--- src/rtl/serial_hamming_enc.sv ---
module serial_hamming_enc #(
  parameter int unsigned K = 4,
  parameter int unsigned R = 3,
  parameter logic [R-1:0] POLY = 3'b011
) (
  input  logic         clk,
  input  logic         rst,
  input  logic [K-1:0] msg_i,
  output logic         ready_o,
  output logic         valid_o,
  output logic         sdata_o
);
  localparam int unsigned N  = K + R;
  localparam int unsigned CW = $clog2(N);

  logic [CW-1:0] phase;
  logic [K-1:0]  sr;
  logic [R-1:0]  par, par_nxt;
  logic          in_msg, din, fb, valid_q, sdata_q;

  assign ready_o = (phase == '0);
  assign in_msg  = (phase < CW'(K));
  assign din     = ready_o ? msg_i[0] : sr[0];
  assign fb      = in_msg & (din ^ par[R-1]);
  assign par_nxt = {par[R-2:0], 1'b0} ^ (fb ? POLY : '0);
  assign valid_o = valid_q;
  assign sdata_o = sdata_q;

  always_ff @(posedge clk or posedge rst) begin
    if (rst) begin
      phase   <= '0;
      sr      <= '0;
      par     <= '0;
      valid_q <= 1'b0;
      sdata_q <= 1'b0;
    end else begin
      phase   <= (phase == CW'(N - 1)) ? '0 : phase + 1'b1;
      sr      <= ready_o ? (msg_i >> 1) : (sr >> 1);
      par     <= par_nxt;
      valid_q <= 1'b1;
      sdata_q <= in_msg ? din : par[R-1];
    end
  end
endmodule


--- config.mk ---
export PLATFORM = sky130hd
export DESIGN_NAME = serial_hamming_enc
export DESIGN_NICKNAME = d
export VERILOG_FILES = /design/src/rtl/serial_hamming_enc.sv
export SDC_FILE = /design/constraint.sdc
export NUM_CORES = 1
export LEC_CHECK = 0
export ABC_AREA = 1
export BUFFER_PORTS_ARGS = -buffer_cell sky130_fd_sc_hd__buf_2
export CELL_PAD_IN_SITES_DETAIL_PLACEMENT = 1
export CELL_PAD_IN_SITES_GLOBAL_PLACEMENT = 2
export CORE_AREA = 2 2 39 41
export CTS_BUF_LIST = sky130_fd_sc_hd__clkbuf_2
export DETAILED_ROUTE_END_ITERATION = 16
export DIE_AREA = 0 0 41 43
export PLACE_DENSITY_LB_ADDON = 0.3
export SYNTH_ARGS = -nofsm -noshare
export SYNTH_HDL_FRONTEND = slang
export SYNTH_SLANG_ARGS = --single-unit
--- constraint.sdc ---
create_clock -name clk -period 2.4 [get_ports clk]
set_clock_uncertainty 0.2 [all_clocks]
set_input_delay 0.12 -clock clk [delete_from_list [all_inputs] [get_ports clk]]
set_output_delay 0.12 -clock clk [all_outputs]
set_load 0.02 [all_outputs]
Yosys cells after proc, flatten, opt, wreduce, memory -nomap -nowiden
Index checks and enable logic that the tools add are counted.

cells by class
  add/subtract/negate cells = 1
  multiplexer cells = 5
  reduce and logical (&&, ||, !) cells = 1
  magnitude comparators = 1
  bitwise operators = 3
  equality and inequality tests = 1

operator list
  kind                   number
  $mux W3                2
  $add A3 B1 Y3 const B  1
  $eq A3 B3 Y1 const B   1
  $logic_not A3 Y1       1
  $lt A3 B3 Y1 const B   1
  $xor A3 B2 Y3          1
  $mux W1                2
  $mux W2                1
  $and A1 B1 Y1          1
  $xor A1 B1 Y1          1

storage, ports and cells
  word-level logic and storage cells = 17
  input port bits = 6
  output and inout port bits = 3
  register bits = 11

Longest topological paths before layout
Gate-level depths: netlist (run 1).

  word-level depth = 6
  mapped depth = 8
  mapped depth without buffers = 8

Worst setup path after synthesis (run 1)
No wires, ideal clock.

  kind = reg-to-reg
  start = register phase[0]
  end = register par[1]
  library setup time = 0.117 ns
  cell stages (with the launch flop) = 9
  slack = 1.137 ns
  arrival = 0.946 ns
  path buffers = 0
  cells stage by stage = dfrtp_1 nor2_2 nand2_2 nand2_2 nand2_2 nand2_2 nand3_2 nand2_1 nand2_1

on the way
  longest elaborated chain between the ends = 6
  elaborated cells between the ends (all ways) = 7
  classes of those cells = 1 x order compare; 2 x mux; 3 x bitwise; 1 x reduce/logical

ends and longest elaborated chain
  element                   RTL line  RTL
  start: declaration        16        logic [CW-1:0] phase;
  start signal: assignment  37        phase <= (phase == CW'(N - 1)) ? '0 : phase + 1'b1;
  $logic_not A3 Y1          21        assign ready_o = (phase == '0);
  $mux W1                   23        assign din = ready_o ? msg_i[0] : sr[0];
  $xor A1 B1 Y1             24        assign fb = in_msg & (din ^ par[R-1]);
  $and A1 B1 Y1 *           24
  $mux W2 *                 25        assign par_nxt = {par[R-2:0], 1'b0} ^ (fb ? POLY : '0);
  $xor A3 B2 Y3 *           25
  named net par_nxt[1]      18        logic [R-1:0] par, par_nxt;
  end signal: assignment    39        par <= par_nxt;
  end: declaration          18

Mark *: on every way through the listed nets, which the timed path passes. The rest lies on a longest branch.

Worst setup path in the final report (run 1)
  start = register phase[1]
  end = output ready_o

on the way
  longest elaborated chain between the ends = 1

ends and longest elaborated chain
  element           RTL line  RTL
  $logic_not A3 Y1  21
  end: declaration  9         output logic ready_o,

Every way passes these cells.

==> results.toml, run 1 <==
[critical_path]
end_kind = "primary output"
worstSetupStartpointType = "register"
ff2ff_path_depth = 8
crit_fanout = 6
path_class = "reg -> out"
r2r_start = "phase[1]"
r2r_setup_slack_ns = 1.00
required_ns = 2.08
arrival_ns = 1.23
r2r-end = "par[1]"

[synth]
synth-seq-area-share = 0.627
synthFlopType = "dfrtp_1"
synthArstFlopShare = 1.00
ys_ff_latch = 11
yosysTopAreaCell = "dfrtp_1"
synth-edff-count = 0
syn_area_um2 = 439
yosysUniqueCellTypes = 13
synth_commonest_cells = "nand2_1, dfrtp_1, inv_1, nand2_2"
syn_area_per_cell_um2 = 9.34
synth_area_leaders = "dfrtp_1, nand2_1, inv_1"
synth.top_cell.area_share = 0.627
yosysWarnings = 0
yosys.cell_count.top_type = "nand2_1"
syn_inst = 47
synth_nets = 53

[clock_network]
worstSkewPairLatency_ns = 0.26
cts_resized = 0
cts_buffer_depth = 2
path_clk_slew_ns = 0.12
cts-hold-fix-buffers = 4
cts-root-buf = "clkbuf_2"
cts_tree = "built"
htreeDepth = 1
postCtsSetupBuffers = 0
cts_buffers = 3
cts_sinks = 11

[pwr]
powerDensity_nw_per_um2 = 577
p_int_mw = 0.244
clockPowerShare = 0.335
p_leak_nw = 0.318
power_frac_seq = 0.584
switchingPower_mw = 0.0781
p_sw_frac = 0.242
peakVddDrop_mv = 0.274
combPwrFrac = 0.081

[finish]
nets = 70
synthToLayoutAreaGrowth_pct = 27.4
diodes = 0
layout-drive-gt1-share = 0.302

[sta]
grt_setup_unrepaired = "false"
drv_slew = 0
fmax_mhz = 643
worst_slack_ns = 0.845
fin_tns_setup_ns = 0
setup_viol = 0
period_needed_ns = 1.55
fin_crit_sh = 0.648
report.final.hold_viol_count = 0

[global_route]
first_global_vias = 316
grt_pass1_wl_mm = 1.41
track_usage = 0.130
grt_antenna_before_repair = 0
grt-ovfl-total = 0
grt_max_degree = 12

[place]
gp_congestion = 0.662
io_buffers = 8
dp_hpwl_um = 579
pre_cts_ws_ns = 1.04

[floorplan]
die_area_um2 = 1760
initial_core_util = 0.317
core_area_um2 = 1380
die_h_um = 43
dieWidth_um = 41
rows = 14
io_pins = 9

[drt]
wire_per_inst_um = 10.2
drc = 0
viasPerCell = 4.38
wl_um = 806
initialDrtViolationCount = 9
ant_nets = 0
drt_pass1_iterations = 2
vias = 346

[worst_hold_path]
hold_path.startpoint = "msg_i[0]"
min_delay_path_depth = 5
hold_path.class = "in -> reg"
hold_path_end = "sdata_o"

[status]
outcome = "complete, no violations"

[run]
cap_violations = 0
[sequential cells by signal (all words and copies together), names as in the netlist]
name and count:
par 3, phase 3, sdata_o 1, sr 3
valid_o 1
[power by group through the flow]
stage | clock [mW] | sequential [mW] | combinational, mW
CTS | 0.114 | 0.189 | 0.0266
finish | 0.108 | 0.188 | 0.0261
detailed placement | 0 | 0.192 | 0.0217
global route | 0.123 | 0.189 | 0.0301
floorplan | 0 | 0.196 | 0.00968
global placement | 0 | 0.192 | 0.0218
[per-stage QoR]
stage	hold WS [ns]	utilization	power, mW	area (um2)	cells
after CTS	0.0685	0.404	0.329	559	79
after detailed placement	-0.0516	0.361	0.214	499	71
after global placement	-0.0537	0.361	0.214	499	71
final	0.0840	0.404	0.323	559	79
after floorplan	-0.228	-	0.205	439	47
after global routing	0.107	0.404	0.342	559	79
[how the worst max path moves through the flow]
stage                  start  endpoint  slack [ns]  cells past startpoint
finish              phase[1]   ready_o        0.85                      4
global route        phase[1]   ready_o        0.76                      4
CTS                 phase[0]   ready_o        0.84                      4
detailed placement  phase[0]    par[1]        1.04                      8
global placement    phase[1]    par[1]        1.06                      8
floorplan           phase[0]    par[1]        1.14                      8
[worst max-delay path, stage by stage, from the launching register on]
cell and delay (ns):
dfrtp_1 0.46, nor2_2 0.14, nand2_2 0.11, inv_1 0.10, buf_2 0.17
[cells by family after synthesis]
logic type	count (synthesis)	share of synthesized area
simple gates	23	0.251
flops	11	0.627
buf+inv	8	0.0684
compound gates	4	0.0456
other cells	1	0.00854
[placed cells by master (no fill, tap or decap)]
master and n:
clkbuf_2 4, nand2_2 4, nor2_1 1, nand4_1 1
nand3_1 2, o21ai_0 2, inv_1 7, dfrtp_1 11
conb_1 1, a21oi_1 2, nand2_1 13, inv_2 1
buf_2 8, dlygate4sd3_1 4, nor2_2 1, nand3_2 1
[layer usage]
| layer | GRT usage | share of wire |
|---|---|---|
| met5 | 0 | 0 |
| met3 | 0.0471 | 0.048 |
| met4 | 0.100 | 0.012 |
| met1 | 0.160 | 0.47 |
| met2 | 0.175 | 0.47 |
[layout make-up]
cell class / instances / area, um2
clock buffers: 4 / 20.0
flip-flops and latches: 11 / 275
inverters: 8 / 30.0
well taps: 16 / 20.0
repair buffers: 12 / 80.1
fillers: 171 / 825
multi-input cells: 28 / 134
(Power assumes the default switching activity.)
==> run 2: changes to the inputs <==
--- a/config.mk
+++ b/config.mk
@@ -9,10 +9,9 @@
 export BUFFER_PORTS_ARGS = -buffer_cell sky130_fd_sc_hd__buf_2
 export CELL_PAD_IN_SITES_DETAIL_PLACEMENT = 1
 export CELL_PAD_IN_SITES_GLOBAL_PLACEMENT = 2
-export CORE_AREA = 2 2 39 41
+export CORE_UTILIZATION = 32
 export CTS_BUF_LIST = sky130_fd_sc_hd__clkbuf_2
 export DETAILED_ROUTE_END_ITERATION = 16
-export DIE_AREA = 0 0 41 43
 export PLACE_DENSITY_LB_ADDON = 0.3
 export SYNTH_ARGS = -nofsm -noshare
 export SYNTH_HDL_FRONTEND = slang
==> constraint.sdc (replaced) <==
create_clock -name clk -period 1.55 [get_ports clk]
set_clock_uncertainty 0.2 [all_clocks]
set_input_delay 0.0775 -clock clk [delete_from_list [all_inputs] [get_ports clk]]
set_output_delay 0.0775 -clock clk [all_outputs]
set_load 0.02 [all_outputs]
==> results.toml, run 2 (same netlist as run 1, synthesis figures left out) <==
[critical_path]
crit_chain = "nor2_2 > nand2_2 > inv_2 > buf_4"
r2r_start = "phase[1]"
path_class = "reg -> out"
required_ns = 1.27
end_kind = "primary output"
cp_slowest_cell = "dfrtp_2"
r2r_setup_slack_ns = 0.18
critical_path_depth = 4
crit_fanout = 5
arrival_ns = 1.16
path_buf_inv = 2
r2r-end = "par[1]"
cpPeakStageDelay_ns = 0.43
worstSetupStartpointType = "register"
ff2ff_path_depth = 8
crit_family = "flip-flops"

[global_route]
grt-ovfl-total = 0
track_usage = 0.142
grt_max_degree = 12
globalRouteMet1Util = 0.175
grt_antenna_before_repair = 0
use_met2 = 0.225
busiest_layer = "met2"
grt_pass1_wl_mm = 1.41
first_global_vias = 359
gr-usage-met3 = 0.0520

[floorplan]
initial_core_util = 0.370
io_pins = 9
die_area_um2 = 1520
die_h_um = 39.0
rows = 12
dieWidth_um = 39.0
core_area_um2 = 1190

[finish]
nets = 71
synthToLayoutAreaGrowth_pct = 29.3
final_common_cell = "nand2_1"
diodes = 0
instances_no_fill = 78
reg_top3 = "par: 3 flops, phase: 3 flops, sr: 3 flops"
final_cell_mix = "nand2_1, dfrtp_1, buf_2, inv_1"
fillCellCount = 146
layout-drive-gt1-share = 0.344

[pwr]
switchingPower_mw = 0.113
powerDensity_nw_per_um2 = 866
total_power_mw = 0.492
power_frac_seq = 0.594
p_leak_nw = 0.324
p_int_mw = 0.379
clockPowerShare = 0.323
combPwrFrac = 0.083
p_sw_frac = 0.230
peakVddDrop_mv = 0.457

[place]
io_buffers = 8
dp_hpwl_um = 577
gp_congestion = 0.614
dpl.cell_count = 69

[clock_network]
path_clk_slew_ns = 0.11
cts_tree = "built"
cts-root-buf = "clkbuf_2"
cts_buffer_depth = 2
cts_sinks = 11
htreeDepth = 1
cts_buffers = 3
worstSkewPairLatency_ns = 0.25

[sta]
fin_tns_setup_ns = 0
grt_setup_unrepaired = "false"
report.final.hold_viol_count = 0
drv_slew = 0
period_needed_ns = 1.44
fin_crit_sh = 0.928
fmax_mhz = 695
setup_viol = 0

[drt]
viasPerCell = 4.49
drt_pass1_iterations = 4
wire_per_inst_um = 10.3
ant_nets = 0
wl_um = 802
vias = 350
drc = 0
initialDrtViolationCount = 7

[worst_hold_path]
hold_path.class = "in -> reg"
hold_path_end = "sdata_o"
min_delay_path_depth = 5
hold_path.startpoint = "msg_i[0]"

[run]
cap_violations = 0

[status]
outcome = "complete, no violations"
run 2: cell count changes in the layout (fill, tap and decap cells not counted):
cell     change
dfrtp_1      -1
inv_1        -1
buf_2        -1
dfrtp_2      +1
buf_4        +2
inv_2        +1
run 2: per-stage QoR:
stage / util / hold WS (ns) / area [um2] / setup WS [ns]
2_1_floorplan: - / -0.270 / 439 / 0.287
3_3_place_gp: 0.419 / -0.116 / 497 / 0.175
3_5_place_dp: 0.419 / -0.109 / 497 / 0.168
4_1_cts: 0.469 / 0.0528 / 557 / 0.0379
5_1_grt: 0.479 / 0.0726 / 568 / 0.0128
6_report: 0.479 / 0.0459 / 568 / 0.112
run 2: cell type report:
class | count | area (um2) | area share
flip-flops and latches | 11 | 277 | 0.487
clock buffers | 4 | 20.0 | 0.0352
multi-input cells | 28 | 134 | 0.236
inverters | 8 | 30.0 | 0.0529
well taps | 14 | 17.5 | 0.0308
repair buffers | 13 | 90.1 | 0.159
run 2: worst min-delay path: stages:
cell	delay (ns)
buf_2	0.08
nand3_1	0.10
nand2_2	0.10
nand2_1	0.05
o21ai_0	0.07
run 2: routing by layer:
metal | wire length [um] | vias to the layer above
met5 | 0 | -
li1 | - | 174
met1 | 396 | 165
met3 | 31 | 0
met4 | 0 | 0
met2 | 375 | 11
run 2: how the worst max path moves through the flow:
stage / endpoint / slack (ns) / start
floorplan: par[1] / 0.29 / phase[0]
global placement: par[1] / 0.18 / phase[0]
detailed placement: par[1] / 0.17 / phase[0]
CTS: ready_o / 0.04 / phase[0]
global route: ready_o / 0.01 / phase[1]
finish: ready_o / 0.11 / phase[1]
run 2: what timing repair did:
action,in CTS,in global routing
setup endpoints to repair,0,1
hold buffers,4,0
buffers inserted,0,1
gates resized for setup,0,3
hold endpoints to repair,14,0
run 2: power by group through the flow:
stage / combinational (mW) / sequential, mW / clock [mW]
detailed placement: 0.0337 / 0.298 / 0
global placement: 0.0330 / 0.297 / 0
finish: 0.0406 / 0.292 / 0.159
CTS: 0.0414 / 0.292 / 0.170
global route: 0.0469 / 0.293 / 0.179
floorplan: 0.0150 / 0.303 / 0
